$ cat src/rtl/irq_accept_pkg.sv
package irq_accept_pkg;

    typedef enum logic {
        CTRL_INTERNAL = 1'b0,
        CTRL_EXTERNAL = 1'b1
    } ctrl_mode_e;

endpackage

$ cat src/rtl/irq_internal_eval.sv
module irq_internal_eval #(
    parameter int NUM_LINES = 32
) (
    input  logic                 pie,
    input  logic [NUM_LINES-1:0] lines,
    input  logic [NUM_LINES-1:0] enab,
    output logic                 grant
);
    logic [NUM_LINES-1:0] live;

    genvar gi;
    generate
        for (gi = 0; gi < NUM_LINES; gi++) begin : g_mask
            assign live[gi] = lines[gi] & enab[gi];
        end
    endgenerate

    assign grant = pie & (|live);
endmodule

$ cat src/rtl/irq_external_eval.sv
module irq_external_eval #(
    parameter int LVL_W = 6,
    parameter int SET_W = 6
) (
    input  logic             req,
    input  logic             req_nmi,
    input  logic [LVL_W-1:0] req_lvl,
    input  logic [SET_W-1:0] req_set,
    input  logic             pie,
    input  logic             nmi_active,
    input  logic             rsie,
    input  logic [LVL_W-1:0] cur_lvl,
    input  logic [SET_W-1:0] cur_set,
    output logic             grant
);
    logic lvl_above;
    logic set_ok;
    logic maskable_ok;

    always_comb begin
        lvl_above   = req_lvl > cur_lvl;
        set_ok      = (req_set != cur_set) | rsie;
        maskable_ok = pie & lvl_above & set_ok;
        if (!req) begin
            grant = 1'b0;
        end else if (req_nmi) begin
            grant = ~nmi_active;
        end else begin
            grant = maskable_ok;
        end
    end
endmodule

$ cat src/rtl/irq_accept.sv
module irq_accept
    import irq_accept_pkg::*;
#(
    parameter ctrl_mode_e MODE      = CTRL_INTERNAL,
    parameter int         NUM_LINES = 32,
    parameter int         LVL_W     = 6,
    parameter int         SET_W     = 6
) (
    input  logic                 clk,
    input  logic                 rst,
    input  logic                 st_pie,
    input  logic                 st_nmi,
    input  logic                 st_rsie,
    input  logic [LVL_W-1:0]     st_il,
    input  logic [SET_W-1:0]     st_crs,
    input  logic [NUM_LINES-1:0] irq_lines,
    input  logic                 en_we,
    input  logic [NUM_LINES-1:0] en_wdata,
    input  logic                 ext_req,
    input  logic                 ext_nmi,
    input  logic [LVL_W-1:0]     ext_lvl,
    input  logic [SET_W-1:0]     ext_set,
    output logic                 take,
    output logic                 wake,
    output logic [NUM_LINES-1:0] pend_o,
    output logic [NUM_LINES-1:0] enab_o
);
    localparam bit IS_EXT = (MODE == CTRL_EXTERNAL);

    typedef struct packed {
        logic [NUM_LINES-1:0] pend;
        logic [NUM_LINES-1:0] enab;
        logic                 take;
    } acc_state_t;

    acc_state_t st_d, st_q;
    logic       grant_int;
    logic       grant_ext;
    logic       grant;

    irq_internal_eval #(.NUM_LINES(NUM_LINES)) u_int (
        .pie   (st_pie),
        .lines (irq_lines),
        .enab  (st_q.enab),
        .grant (grant_int)
    );

    irq_external_eval #(.LVL_W(LVL_W), .SET_W(SET_W)) u_ext (
        .req        (ext_req),
        .req_nmi    (ext_nmi),
        .req_lvl    (ext_lvl),
        .req_set    (ext_set),
        .pie        (st_pie),
        .nmi_active (st_nmi),
        .rsie       (st_rsie),
        .cur_lvl    (st_il),
        .cur_set    (st_crs),
        .grant      (grant_ext)
    );

    assign grant = IS_EXT ? grant_ext : grant_int;

    always_comb begin
        st_d = st_q;
        if (IS_EXT) begin
            st_d.pend = '0;
            st_d.enab = '0;
        end else begin
            st_d.pend = irq_lines;
            if (en_we) begin
                st_d.enab = en_wdata;
            end
        end
        st_d.take = grant & ~st_q.take;
        if (rst) begin
            st_d = '0;
        end
    end

    always_ff @(posedge clk) begin
        st_q <= st_d;
    end

    assign take   = st_q.take;
    assign pend_o = st_q.pend;
    assign enab_o = st_q.enab;
    assign wake   = IS_EXT ? ext_req : (|st_q.pend);
endmodule

$ cat config.mk
export PLATFORM = sky130hd
export DESIGN_NAME = irq_accept
export DESIGN_NICKNAME = d
export VERILOG_FILES = /design/src/rtl/irq_accept_pkg.sv /design/src/rtl/irq_internal_eval.sv /design/src/rtl/irq_external_eval.sv /design/src/rtl/irq_accept.sv
export SDC_FILE = /design/constraint.sdc
export NUM_CORES = 1
export LEC_CHECK = 0
export CAP_MARGIN = 20
export CORE_MARGIN = 8
export CORE_UTILIZATION = 31
export DETAILED_ROUTE_END_ITERATION = 6
export PLACE_DENSITY = 0.79
export SYNTH_ARGS = -nofsm -noshare
export SYNTH_HDL_FRONTEND = slang
export SYNTH_SLANG_ARGS = --single-unit
$ cat constraint.sdc
create_clock -name clk -period 1.1 [get_ports clk]
set_clock_uncertainty 0.15 [all_clocks]
set_input_delay 0.22 -clock clk [delete_from_list [all_inputs] [get_ports clk]]
set_output_delay 0.22 -clock clk [all_outputs]
set_load 0.005 [all_outputs]
==> out/qor.yml <==
status: "finished, violations left"
violations: "hold timing, setup timing"
fmax_mhz: 530.5
synth.most_common_cell: "dfxtp_1"
r2r_end: "take"
busiest_layer: "met2"
synthTopCellsByArea: "dfxtp_1, mux2i_1, nor2b_1"
crit_type: "reg -> out"
dieArea_mm2: 0.01020
grt_pass1_vias: 2463
syn_area_mm2: 0.002240
die_w_um: 101
clock_latency_ps: 340
drive_above_1_share: 0.5284
reg2reg_slack_ps: -270
syn-instance-count: 205
numCtsBuffers: 9
crit_start: "pend_o[16]"
ys_types: 12
hold_path_class: "in -> reg"
p_per_area_mw_per_mm2: 1330
start_kind: "flip-flop"
irDropWorstVdd_mv: 0.6345
ioPinCount: 162
clock_path_buffers: 2
firstDrtPassIters: 4
avgSynthCellArea_um2: 10.93
grt.met2_usage: 0.2965
slew_viol_final: 0
synth_nets: 301
min_period_over_period: 1.714
cts-root-buf: "clkbuf_8"
dpl_cell_area_mm2: 0.003924
rsz0062_at_grt: "yes"
slowest_delay_ps: 340
slew_headroom: 0.8154
vias_per_cell: 4.561
cp.arrival_ps: 1520
antenna_found_initial: 0
ys.flop_type: "dfxtp_1"
hold_viol_final: 1
cts_tree: "built"
routed_wl_um: 8686
critical_path.endpoint_type: "output port"
tightest_slew_ps: 274.7
place_inst: 462
max_cap_viol_count: 0
htree_levels: 3
place_congestion: 0.7964
met3_usage: 0.05110
vias: 2221
core_area_mm2: 0.007137
grt_remaining_overflow: 0
synth_commonest_cells: "dfxtp_1, mux2i_1, nor2_1, nor2b_1, a22oi_1"
setup_viol: 67
r2r_start: "enab_o[17]"
layout.cells.non_filler: 487
track_usage: 0.1685
ant_nets: 0
min_to: "take"
synth_edf_count: 0
synth_top_cell_area_share: 0.5810
worst_slack_ps: -785.0
crit_chain: "nor4_2 -> nand4_1 -> or2_1 -> buf_2"
drc: 0
num_rows: 31
min_from: "rst"
ys_async_sr_fraction: 0
initial_core_util: 0.3138
wl_per_cell_um: 17.84
gr-usage-met1: 0.1763
die_h_um: 101
slowest_stage: "dfxtp_2"
leakage_uw: 0.001991
path_clk_slew_ps: 70
cp_max_fo: 2
grt_pass1_wl_um: 12990
yosys.area.top_type: "dfxtp_1"
ys_seq_area_frac: 0.5810
ff2ff_path_depth: 4
yosysWarnings: 0
n_antenna_cell: 0
critPathRequiredTime_ps: 730
hold_depth: 2
hpwl_um: 6483
clkSinkCount: 65
pre_cts_ws_ps: -793.3
ys_ff_latch: 65
worst_hold_slack_ps: -20.95
num-nets-final: 480
io_buffers: 133
drt_iter0_markers: 58
min_period_ps: 1885
syn_to_final_growth_pct: 105.7
grt_max_degree: 27
final_area_mm2: 0.004607
-- cell usage in the layout (no fill, tap or decap) --
master	n
bufinv_16	3
dfxtp_2	55
nor2_1	32
buf_6	89
or2_1	1
clkdlybuf4s50_1	65
nor4b_1	1
nand4_1	6
buf_4	13
nor2b_1	32
dfxtp_4	10
nor4_4	6
clkinvlp_4	1
a22oi_2	2
a22oi_1	14
clkbuf_8	9
buf_2	9
buf_12	3
clkinv_2	2
nor4_2	3
mux2i_1	32
-- worst max-delay path, delay by kind of cell (launching register included) --
family	cells	cell delay, ps
simple gates	3	700
flops	1	340
buf+inv	1	140
-- how the worst max path moves through the flow --
stage	to	slack, ps	cells past startpoint
2_1_floorplan	wake	-160	3
3_3_place_gp	wake	-840	4
3_5_place_dp	wake	-790	4
4_1_cts	wake	-770	4
5_1_grt	wake	-860	4
6_report	wake	-790	4
-- sequential cells by signal (all words and copies together) (netlist names) --
| register | flops |
|---|---|
| enab_o | 32 |
| pend_o | 32 |
| take | 1 |
-- kinds of logic (layout without fill, tap and decap cells) --
| kind of cell | after synthesis | count (layout) | synth area share |
|---|---|---|---|
| DFF | 65 | 65 | 0.5810 |
| muxes | 32 | 32 | 0.1430 |
| AOI/OAI and AO/OA | 16 | 16 | 0.05363 |
| and+or+nand+nor | 81 | 81 | 0.1916 |
| buffers and inverters | 11 | 194 | 0.03072 |
-- per-layer routing --
layer / up-vias / share of wire
met5: - / 0
li1: 1067 / -
met4: 0 / 0.025
met2: 94 / 0.52
met3: 16 / 0.067
met1: 1044 / 0.39
-- timing repair --
action | 4_1_cts | 5_1_grt
setup buffers | 11 | 3
setup endpoints to repair | 67 | 67
hold endpoints to repair | 1 | 1
pin swaps | 3 | 1
gates resized for setup | 414 | 33
-- metrics by stage --
step / hold slack (ps) / utilization / total power, µW / setup TNS [ps]
finish: -20.95 / 0.6455 / 6127 / -8241
global route: -20.09 / 0.6455 / 6376 / -10400
CTS: -24.69 / 0.6201 / 6099 / -8434
detailed placement: 280.6 / 0.5498 / 3596 / -11940
global placement: 259.5 / 0.5498 / 3582 / -11640
floorplan: 198.2 / - / 2891 / -241.2
-- report_power, final --
| group | switching [µW] | internal [µW] | total (µW) |
|---|---|---|---|
| combinational | 341 | 737 | 1080 |
| clock | 913 | 1480 | 2400 |
| sequential | 147 | 2510 | 2650 |
-- final cells by class --
| cell class | instances | area [µm²] |
|---|---|---|
| Clock buffer | 9 | 123.9 |
| Fill cell | 554 | 2530 |
| Sequential cell | 65 | 1408 |
| Clock inverter | 6 | 107.6 |
| Tap cell | 99 | 123.9 |
| Timing Repair Buffer | 179 | 1856 |
| Multi-Input combinational cell | 129 | 988.4 |
No activity file was read; power rests on OpenSTA's default activity.
